--- src/rtl/sys_insn_trap_pkg.sv ---
package sys_insn_trap_pkg;

    localparam int OP0_W   = 2;
    localparam int OP1_W   = 3;
    localparam int CRN_W   = 4;
    localparam int CRM_W   = 4;
    localparam int OP2_W   = 3;
    localparam int EL_W    = 2;
    localparam int CLASS_W = 6;
    localparam int NUM_TRAP_SRC = 3;

    typedef enum logic [1:0] {
        RES_NOMATCH = 2'b00,
        RES_UNDEF   = 2'b01,
        RES_TRAP    = 2'b10,
        RES_EXEC    = 2'b11
    } res_code_e;

    typedef enum logic [EL_W-1:0] {
        LVL_USER  = 2'd0,
        LVL_KERN  = 2'd1,
        LVL_HYP   = 2'd2,
        LVL_MON   = 2'd3
    } level_e;

    typedef struct packed {
        logic [OP0_W-1:0] op0;
        logic [OP1_W-1:0] op1;
        logic [CRN_W-1:0] crn;
        logic [CRM_W-1:0] crm;
        logic [OP2_W-1:0] op2;
    } enc_t;

    typedef struct packed {
        level_e level;
        logic   hyp_on;
        logic   all_tlb;
        logic   tlb_is;
        logic   fg_bit;
        logic   top_lvl_present;
        logic   fg_permit;
    } ctl_t;

    typedef struct packed {
        res_code_e          code;
        logic [CLASS_W-1:0] ec;
    } verdict_t;

    localparam verdict_t VERDICT_IDLE = '{code: RES_NOMATCH, ec: '0};

    // Fine-grained controls only count when the top level cannot veto them.
    function automatic logic fg_effective(input ctl_t c);
        return c.fg_bit & (~c.top_lvl_present | c.fg_permit);
    endfunction

    function automatic verdict_t make_verdict(input res_code_e code,
                                              input logic [CLASS_W-1:0] trap_ec);
        verdict_t v;
        v.code = code;
        v.ec   = (code == RES_TRAP) ? trap_ec : '0;
        return v;
    endfunction

endpackage

--- src/rtl/sys_insn_enc_match.sv ---
module sys_insn_enc_match
    import sys_insn_trap_pkg::*;
#(
    parameter logic [OP0_W-1:0] M_OP0 = 2'b01,
    parameter logic [OP1_W-1:0] M_OP1 = 3'b000,
    parameter logic [CRN_W-1:0] M_CRN = 4'b1000,
    parameter logic [CRM_W-1:0] M_CRM = 4'b0011,
    parameter logic [OP2_W-1:0] M_OP2 = 3'b010
) (
    input  enc_t enc,
    output logic hit
);
    localparam int NFIELD = 5;
    logic [NFIELD-1:0] field_eq;

    always_comb begin
        field_eq[0] = (enc.op0 == M_OP0);
        field_eq[1] = (enc.op1 == M_OP1);
        field_eq[2] = (enc.crn == M_CRN);
        field_eq[3] = (enc.crm == M_CRM);
        field_eq[4] = (enc.op2 == M_OP2);
    end

    assign hit = &field_eq;
endmodule

--- src/rtl/sys_insn_trap_resolve.sv ---
module sys_insn_trap_resolve
    import sys_insn_trap_pkg::*;
#(
    parameter logic [CLASS_W-1:0] TRAP_EC = 6'h18
) (
    input  logic     hit,
    input  ctl_t     ctl,
    output verdict_t verdict
);
    logic [NUM_TRAP_SRC-1:0] src;
    logic [NUM_TRAP_SRC-1:0] granted;
    logic                    any_trap;

    // Source 0 has the highest priority, source 2 the lowest.
    always_comb begin
        src[0] = ctl.hyp_on & ctl.all_tlb;
        src[1] = ctl.hyp_on & ctl.tlb_is;
        src[2] = ctl.hyp_on & fg_effective(ctl);
    end

    generate
        for (genvar i = 0; i < NUM_TRAP_SRC; i++) begin : g_prio
            if (i == 0) begin : g_first
                assign granted[i] = src[i];
            end else begin : g_rest
                assign granted[i] = src[i] & ~|src[i-1:0];
            end
        end
    endgenerate

    assign any_trap = |granted;

    always_comb begin
        res_code_e code;
        if (!hit) begin
            code = RES_NOMATCH;
        end else begin
            unique case (ctl.level)
                LVL_USER: code = RES_UNDEF;
                LVL_KERN: code = any_trap ? RES_TRAP : RES_EXEC;
                default:  code = RES_EXEC;
            endcase
        end
        verdict = make_verdict(code, TRAP_EC);
    end
endmodule

--- src/rtl/sys_insn_result_reg.sv ---
module sys_insn_result_reg
    import sys_insn_trap_pkg::*;
(
    input  logic     clk,
    input  logic     rst,
    input  logic     take,
    input  verdict_t nxt,
    output logic     out_valid,
    output verdict_t out_verdict
);
    always_ff @(posedge clk) begin
        if (rst) begin
            out_valid   <= 1'b0;
            out_verdict <= VERDICT_IDLE;
        end else begin
            out_valid   <= take;
            out_verdict <= take ? nxt : VERDICT_IDLE;
        end
    end
endmodule

--- src/rtl/sys_insn_trap_unit.sv ---
module sys_insn_trap_unit
    import sys_insn_trap_pkg::*;
#(
    parameter logic [OP0_W-1:0]   M_OP0   = 2'b01,
    parameter logic [OP1_W-1:0]   M_OP1   = 3'b000,
    parameter logic [CRN_W-1:0]   M_CRN   = 4'b1000,
    parameter logic [CRM_W-1:0]   M_CRM   = 4'b0011,
    parameter logic [OP2_W-1:0]   M_OP2   = 3'b010,
    parameter logic [CLASS_W-1:0] TRAP_EC = 6'h18
) (
    input  logic               clk,
    input  logic               rst,
    input  logic               req_valid,
    input  logic [OP0_W-1:0]   op0,
    input  logic [OP1_W-1:0]   op1,
    input  logic [CRN_W-1:0]   crn,
    input  logic [CRM_W-1:0]   crm,
    input  logic [OP2_W-1:0]   op2,
    input  logic [EL_W-1:0]    cur_el,
    input  logic               hyp_enabled,
    input  logic               trap_all_tlb,
    input  logic               trap_tlb_is,
    input  logic               fgt_insn_trap,
    input  logic               el3_present,
    input  logic               fgt_allowed,
    output logic               rsp_valid,
    output logic [1:0]         rsp_code,
    output logic [CLASS_W-1:0] rsp_class
);
    enc_t     enc;
    ctl_t     ctl;
    logic     hit;
    verdict_t nxt_verdict;
    verdict_t cur_verdict;

    always_comb begin
        enc.op0 = op0;
        enc.op1 = op1;
        enc.crn = crn;
        enc.crm = crm;
        enc.op2 = op2;
        ctl.level           = level_e'(cur_el);
        ctl.hyp_on          = hyp_enabled;
        ctl.all_tlb         = trap_all_tlb;
        ctl.tlb_is          = trap_tlb_is;
        ctl.fg_bit          = fgt_insn_trap;
        ctl.top_lvl_present = el3_present;
        ctl.fg_permit       = fgt_allowed;
    end

    sys_insn_enc_match #(
        .M_OP0(M_OP0), .M_OP1(M_OP1), .M_CRN(M_CRN),
        .M_CRM(M_CRM), .M_OP2(M_OP2)
    ) u_match (
        .enc (enc),
        .hit (hit)
    );

    sys_insn_trap_resolve #(.TRAP_EC(TRAP_EC)) u_resolve (
        .hit     (hit),
        .ctl     (ctl),
        .verdict (nxt_verdict)
    );

    sys_insn_result_reg u_reg (
        .clk         (clk),
        .rst         (rst),
        .take        (req_valid),
        .nxt         (nxt_verdict),
        .out_valid   (rsp_valid),
        .out_verdict (cur_verdict)
    );

    assign rsp_code  = cur_verdict.code;
    assign rsp_class = cur_verdict.ec;
endmodule

--- config.mk ---
export PLATFORM = sky130hd
export DESIGN_NAME = sys_insn_trap_unit
export DESIGN_NICKNAME = d
export VERILOG_FILES = /design/src/rtl/sys_insn_trap_pkg.sv /design/src/rtl/sys_insn_enc_match.sv /design/src/rtl/sys_insn_trap_resolve.sv /design/src/rtl/sys_insn_result_reg.sv /design/src/rtl/sys_insn_trap_unit.sv
export SDC_FILE = /design/constraint.sdc
export NUM_CORES = 1
export LEC_CHECK = 0
export BUFFER_PORTS_ARGS = -buffer_cell sky130_fd_sc_hd__buf_2
export CORE_AREA = 2 2 39 41
export DETAILED_ROUTE_END_ITERATION = 8
export DIE_AREA = 0 0 41 43
export GPL_ROUTABILITY_DRIVEN = 0
export PLACE_DENSITY = 0.62
export SETUP_SLACK_MARGIN = 0.4
export SYNTH_ARGS = -nofsm -noshare
export SYNTH_HDL_FRONTEND = slang
export SYNTH_SLANG_ARGS = --single-unit
--- constraint.sdc ---
create_clock -name clk -period 2.43 [get_ports clk]
set_clock_uncertainty 0.2 [all_clocks]
set_input_delay 0.243 -clock clk [delete_from_list [all_inputs] [get_ports clk]]
set_output_delay 0.243 -clock clk [all_outputs]
set_load 0.1 [all_outputs]
* Yosys cells after proc, flatten, opt, wreduce, memory -nomap -nowiden
Cells that the tools add are included.
Storage, ports and cells: bits in registers 9, bits of input ports 27, output and inout port bits 9, logic and storage cells 30
Operators by class: equal/unequal tests 6, muxes and demuxes 4, bitwise logic cells 9, reductions and logical operators 8
Operator list (count):
- AND 1 bit | 6
- 2-to-1 mux 5 bit | 1
- AND reduction 5 bit | 1
- equality test 2 x 1 -> 1 bit (second input constant) | 2
- equality test 4 x 2 -> 1 bit (second input constant) | 1
- equality test 4 bit (second input constant) | 1
- case mux 2 bit (2 select lines) | 1
- OR reduction 2 bit | 2
- equality test 3 x 2 -> 1 bit (second input constant) | 1
- zero test 3 bit | 1
- OR reduction 3 bit | 1
- equality test 2 bit (second input constant) | 1
- zero test 1 bit | 2
- zero test 2 bit | 1
- 2-to-1 mux 2 bit | 1
- NOT 1 bit | 2
- 2-to-1 mux 1 bit | 1
- bitwise OR 1 bit | 1

* Depth between registers and ports, before layout
Gate-level depths: netlist (run 1).
depth in word-level cells 11, gate-level depth with buffers 3, depth with buffers taken out 3

* Hierarchy
From an unflattened synthesis (run 1), not the netlist that was laid out.
Unflattened totals: cell total of the unflattened synthesis 35, area, all modules 409.1 µm²
By module, submodules not included:
- sys_insn_result_reg | instances 1, cells each 18, area each 256.5 µm², sequential area each 180.2 µm²
- sys_insn_trap_resolve | instances 1, cells each 12, area each 88.8 µm², sequential area each 0.0 µm²
- sys_insn_enc_match | instances 1, cells each 5, area each 63.8 µm², sequential area each 0.0 µm²

* Worst setup path before layout (run 1)
No wires, ideal clock.
path kind register -> output, start point register, netlist name u_reg.out_verdict[3], end point output port rsp_class[4], arrival time 1.356 ns, data required time 1.987 ns, slack 0.631 ns, cell stages (with the launch flop) 2, buffers on the path 1, cells stage by stage dfxtp_1 > buf_4
RTL lines:
- to (decl) | line sys_insn_trap_unit.sv:28 | output logic [CLASS_W-1:0] rsp_class

* Worst setup path after layout (run 1)
start point input port rst, end point register u_reg.out_verdict[6] (netlist bit)
Between the ends: longest elaborated chain between the ends 1
RTL lines:
- from (decl) | line sys_insn_trap_unit.sv:12 | input logic rst,
- OR reduction 2 bit (no source line)
- to (signal assigned) | line sys_insn_result_reg.sv:17 | out_verdict <= take ? nxt : VERDICT_IDLE;
- to (decl) | line sys_insn_result_reg.sv:9 | output verdict_t out_verdict
No other way between the ends. A chain may end at the register's enable or synchronous reset.

==> results of run 1 <==
[routing by layer]
metal  track usage (%)  wire length (um)  vias to the layer above
met3                 0                76                        0
li1                  -                 -                      148
met4              10.0                 0                        0
met2              14.4               365                       18
met5                 0                 0                        -
met1              8.36               185                      120
[layout make-up]
| cell class | count | area [um^2] |
|---|---|---|
| sequential | 4 | 80.1 |
| multi-input combinational | 19 | 131 |
| tap | 16 | 20.0 |
| timing repair buffer | 32 | 165 |
| clock buffer | 3 | 22.5 |
| fill | 160 | 965 |
[per-stage QoR]
stage	total power [mW]	area, um^2	instances	hold slack (ns)	utilization (%)
floorplan	0.113	249	28	0.126	-
global route	0.223	419	74	0.0823	30.3
finish	0.211	419	74	0.0793	30.3
global placement	0.129	387	70	0.227	27.9
detailed placement	0.130	387	70	0.228	27.9
CTS	0.216	419	74	0.0730	30.3
[synthesized netlist by cell type (all sizes together) (2+ instances only)]
cell	instances
buf	5
dfxtp	4
and4bb	2
nand2	2
nor2	2
[power breakdown]
group	switching, mW	total [mW]	internal [mW]
sequential	0.000142	0.0670	0.0669
clock	0.0254	0.0805	0.0551
combinational	0.0425	0.0630	0.0205
[state kept, by name, indices dropped and copies added, names as in the netlist]
signal,cells
u_reg.out_verdict,3
u_reg.out_valid,1
[worst paths after layout]
check                      from                    to  cells after the start
worst max-delay path        rst  u_reg.out_verdict[6]                      5
worst min-delay path  req_valid       u_reg.out_valid                      2
[cells by family after synthesis]
| logic type | count (synthesis) | synth area share (%) |
|---|---|---|
| AND/OR/NAND/NOR | 13 | 42.1 |
| flip-flops | 4 | 33.7 |
| other | 1 | 1.58 |
| AO/OA/AOI/OAI | 2 | 6.84 |
| buffers and inverters | 5 | 15.8 |
==> impl_metrics.ini, run 1 <==
[outcome]
status = completed

[clock_network]
cts_resized = 0
numCtsBuffers = 3
hold_buffers = 1
cts_setup_buffers = 0
h-tree-depth = 1
tritoncts = built
cts_buffer_depth = 2
cts-root-buf = clkbuf_4
clk_pin_slew_ns = 0.04
cts_sinks = 4

[routing]
dr.first_iter.drc_count = 0
ant_nets = 0
viasPerCell = 3.86
first_pass_iters = 1
vias = 286
post_drt_wl_per_cell_um = 8.49
wirelength_um = 628
drc = 0

[finish]
layout_commonest_cell = buf_2
areaGrowthSynthToFinish_pct = 76.3
fin_nets = 87
drive_above_1_share_pct = 63.8
antenna_cells = 0
final_cell_mix = buf_2, conb_1, dfxtp_1

[grt]
grt_pass1_wl_um = 1010
grt_max_degree = 4
grt_pass1_vias = 299
gr-total-overflow = 0
track_usage_pct = 8.73
antenna_found_initial = 0

[logic_synthesis]
yosys.area.top_type = dfxtp_1
synthTopCellsByArea = dfxtp_1, buf_4, nor4b_2
yosysUniqueCellTypes = 16
synth_ff_type = dfxtp_1
yosys_warnings = 0
synth_cells = 25
synth_top_area_share_pct = 33.7
syn_area_um2 = 238
ys_ff_latch = 4
async_flop_share_pct = 0
yosysSeqAreaShare_pct = 33.7
synth_area_per_cell_um2 = 9.51
synth_edf_count = 0

[floorplanning]
die_x_um = 41
die_h_um = 43
fp.coreArea_mm2 = 0.00138
rows = 14
start_util_pct = 17.2
die_area_mm2 = 0.00176
io_pins = 36

[worst_setup_path]
path_delay_family = buffers and inverters
arrival_ns = 1.40
slowest_stage = dlygate4sd3_1
path_class = in2reg
crit_required_ns = 2.37
crit_chain = dlygate4sd3_1 -> buf_2 -> nor2b_1 -> nand3_1 -> a211oi_1
critPathBufInv = 2
end_kind = flip-flop
cp-start-kind = input pin
max_stage_delay_ns = 0.54
worstPathMaxFanout = 3

[timing]
fmax_mhz = 686
hold_viol_final = 0
finalSetupTns_ns = 0
period_needed_ns = 1.46
fin_crit_sh_pct = 60.0
slew_viol_final = 0
finalSetupViolCount = 0
rsz0062_at_grt = false
setup_slack_ns = 0.972

[place]
port_buffers = 31
post-place-ws_ns = 1.13

[power]
peakVddDrop_mv = 0.162
p_per_area_mw_per_mm2 = 502
p_leak_nw = 0.224

[min_path]
hp-class = in2reg

[job]
maxCapViolCount = 0
(Power assumes the default switching activity.)
==> run 2, diff against run 1 <==
PLACE_DENSITY = 0.64   (was 0.62)
clock period = 1.19 ns   (was 2.43 ns; I/O delays follow)
==> impl_metrics.ini, run 2 (same netlist as run 1, synthesis figures left out) <==
[finish]
design_area_um2 = 588
layout_commonest_cell = buf_2
top_regs = u_reg.out_verdict: 3 flops, u_reg.out_valid: 1 flops
largest_reg_flops = 3
seq_area_um2 = 95.1
antenna_cells = 0
multiInputGateArea_um2 = 189
fin_nets = 86
areaGrowthSynthToFinish_pct = 147
drive_above_1_share_pct = 82.5
final_cell_mix = buf_2, buf_6, buf_12
fillCellCount = 130
largest-register = u_reg.out_verdict

[timing]
fin_crit_sh_pct = 90.8
whs_ns = -0.137
hold_viol_final = 3
slew_viol_final = 0
rsz0062_at_grt = true
fmax_mhz = 925
finalSetupViolCount = 0
period_needed_ns = 1.08

[routing]
dr.first_iter.drc_count = 0
viasPerCell = 3.92
ant_nets = 0
vias = 286
first_pass_iters = 1
drc = 0
wirelength_um = 635
post_drt_wl_per_cell_um = 8.70

[grt]
gr-total-overflow = 0
grt_max_degree = 4
track_usage_pct = 8.83
grt_pass1_wl_um = 1000
grt_pass1_vias = 287
antenna_found_initial = 0

[clock_network]
tritoncts = built
cts-root-buf = clkbuf_4
cts_buffer_depth = 2
h-tree-depth = 1
cts_sinks = 4
numCtsBuffers = 3
clk_pin_slew_ns = 0.04

[floorplanning]
die_area_mm2 = 0.00176
fp.coreArea_mm2 = 0.00138
start_util_pct = 17.2
io_pins = 36
rows = 14
die_h_um = 43
die_x_um = 41

[worst_setup_path]
crit_required_ns = 0.87
path_class = reg2out
cp-start-kind = flip-flop
arrival_ns = 0.76
critPathBufInv = 1
max_stage_delay_ns = 0.36
crit_chain = buf_12
slowest_stage = dfxtp_4
path_delay_family = flip-flops
worstPathMaxFanout = 2
end_kind = output pin

[place]
dp_hpwl_um = 541
placed_cell_area_um2 = 484
port_buffers = 31

[power]
power.total_uw = 455
peakVddDrop_mv = 0.361
p_leak_nw = 0.271
p_per_area_mw_per_mm2 = 773

[min_path]
hp-class = in2reg

[job]
maxCapViolCount = 0

[outcome]
violations = hold timing
status = finished, violations left
==> run 2: cell type report <==
cell class              count  area share [%]
flip-flops and latches      4            16.2
repair buffers             31            44.5
multi-input cells          19            32.1
well taps                  16            3.40
clock buffers               3            3.83
==> run 2: what timing repair did <==
item | CTS | global route
setup buffers | 0 | 0
endpoints found under the hold margin | 3 | 3
resized for setup | 9 | 4
pin swaps | 7 | 7
endpoints found under the setup margin | 8 | 8
==> run 2: stage by stage <==
| stage | instances | setup TNS (ns) | setup slack, ns | utilization, % | hold WS, ns |
|---|---|---|---|---|---|
| after detailed placement | 70 | -0.00146 | -0.00146 | 35.0 | 0.0832 |
| after global placement | 70 | 0 | 0.0417 | 35.0 | 0.0891 |
| after global routing | 73 | 0 | 0.0927 | 42.5 | -0.133 |
| after CTS | 73 | 0 | 0.0973 | 40.9 | -0.153 |
| after floorplan | 28 | 0 | 0.128 | - | -0.00748 |
| final | 73 | 0 | 0.109 | 42.5 | -0.137 |
==> run 2: path summary, 6_finish.rpt <==
path / startpoint / to / slack, ns / depth (start not counted)
setup / recovery: u_reg.out_verdict[3] / rsp_class[3] / 0.11 / 1
hold / removal: rst / u_reg.out_valid / -0.14 / 2
==> run 2: where the power goes <==
group          switching, mW  leakage [nW]  internal [mW]
Combinational         0.0961         0.221         0.0632
Sequential           0.00134        0.0355          0.129
Clock                 0.0528        0.0138          0.113
==> run 2: per-layer routing <==
layer  routed length [um]  share of wire [%]  GRT usage (%)  up-vias
li1                     -                  -              -      145
met1                  145                 23           6.09      123
met2                  408                 64           16.6       18
met3                   81                 13           2.09        0
met4                    0                  0           8.00        0
met5                    0                  0              0        -
==> run 3, diff against run 2 <==
PLACE_DENSITY = 0.62   (was 0.64)
clock period = 1.1 ns   (was 1.19 ns; I/O delays follow)
==> impl_metrics.ini, run 3 (same netlist as run 1, synthesis figures left out) <==
[timing]
fin_crit_sh_pct = 97.7
period_needed_ns = 1.08
fmax_mhz = 930
whs_ns = -0.154
finalSetupViolCount = 0
finalSetupTns_ns = 0
rsz0062_at_grt = true
slew_viol_final = 0
hold_viol_final = 3

[worst_setup_path]
max_stage_delay_ns = 0.36
end_kind = output pin
path_class = reg2out
crit_required_ns = 0.79
slowest_stage = dfxtp_4
cp-start-kind = flip-flop
worstPathMaxFanout = 2
arrival_ns = 0.77
critPathBufInv = 1
path_delay_family = flip-flops
crit_chain = buf_12

[power]
p_per_area_mw_per_mm2 = 843
p_leak_nw = 0.269
power.total_uw = 491
peakVddDrop_mv = 0.385

[place]
dp_hpwl_um = 546
port_buffers = 31

[clock_network]
numCtsBuffers = 3
cts_buffer_depth = 2
tritoncts = built
cts-root-buf = clkbuf_4
clk_pin_slew_ns = 0.04
cts_sinks = 4
h-tree-depth = 1

[grt]
grt_max_degree = 4
grt_pass1_wl_um = 924
grt_pass1_vias = 286
gr-total-overflow = 0
antenna_found_initial = 0
track_usage_pct = 8.02

[routing]
ant_nets = 0
viasPerCell = 4.04
post_drt_wl_per_cell_um = 8.63
dr.first_iter.drc_count = 0
wirelength_um = 630
drc = 0
first_pass_iters = 1
vias = 295

[finish]
fin_nets = 86
final_util_pct = 42.0
largest-register = u_reg.out_verdict
final_cell_mix = buf_2, buf_12, conb_1, buf_6, dfxtp_4
largest_reg_flops = 3
antenna_cells = 0
areaGrowthSynthToFinish_pct = 145
layout_commonest_cell = buf_2
drive_above_1_share_pct = 82.5
top_regs = u_reg.out_verdict: 3 flops, u_reg.out_valid: 1 flops

[floorplanning]
io_pins = 36
die_h_um = 43
die_x_um = 41
start_util_pct = 17.2
rows = 14
fp.coreArea_mm2 = 0.00138
die_area_mm2 = 0.00176

[job]
maxCapViolCount = 0

[outcome]
status = finished, violations left
violations = hold timing

[min_path]
hp-class = in2reg
run 3: changes by cell type in the layout (fill, tap and decap cells not counted):
cell   change
buf_6      -1
buf_2      +1
run 3: power by group:
part / switching (mW) / internal, mW / total [mW]
Sequential: 0.00145 / 0.139 / 0.141
Clock: 0.0578 / 0.122 / 0.180
Combinational: 0.104 / 0.0662 / 0.170
run 3: metrics by stage:
step	cell area (um^2)	hold WS, ns	setup WS, ns	std cells
2_1_floorplan	284	-0.0165	0.0472	28
6_report	582	-0.154	0.0249	73
4_1_cts	531	-0.173	0.0142	73
5_1_grt	582	-0.149	0.00831	73
3_3_place_gp	484	0.0780	-0.0396	70
3_5_place_dp	484	0.0771	-0.0691	70
run 3: layer usage:
metal | part of all wire (%) | up-vias | track usage (%) | routed length [um]
li1 | - | 145 | - | -
met1 | 23 | 133 | 5.13 | 144
met2 | 67 | 17 | 15.3 | 421
met3 | 10 | 0 | 1.57 | 64
met4 | 0 | 0 | 8.00 | 0
met5 | 0 | - | 0 | 0
run 3: final timing paths:
path / start / endpoint / slack [ns] / cells after the start
worst min-delay path: rst / u_reg.out_valid / -0.15 / 2
worst max-delay path: u_reg.out_verdict[3] / rsp_class[3] / 0.02 / 1
run 3: layout make-up:
| class | instances | area, um^2 |
|---|---|---|
| clock buffers | 3 | 22.5 |
| fillers | 128 | 802 |
| multi-input cells | 19 | 189 |
| flip-flops and latches | 4 | 95.1 |
| well taps | 16 | 20.0 |
| repair buffers | 31 | 255 |
run 3: timing repair:
action | CTS | global route
gates resized for setup | 4 | 8
hold endpoints to repair | 3 | 3
endpoints found under the setup margin | 8 | 8
pin swaps | 7 | 6
buffers inserted | 0 | 0
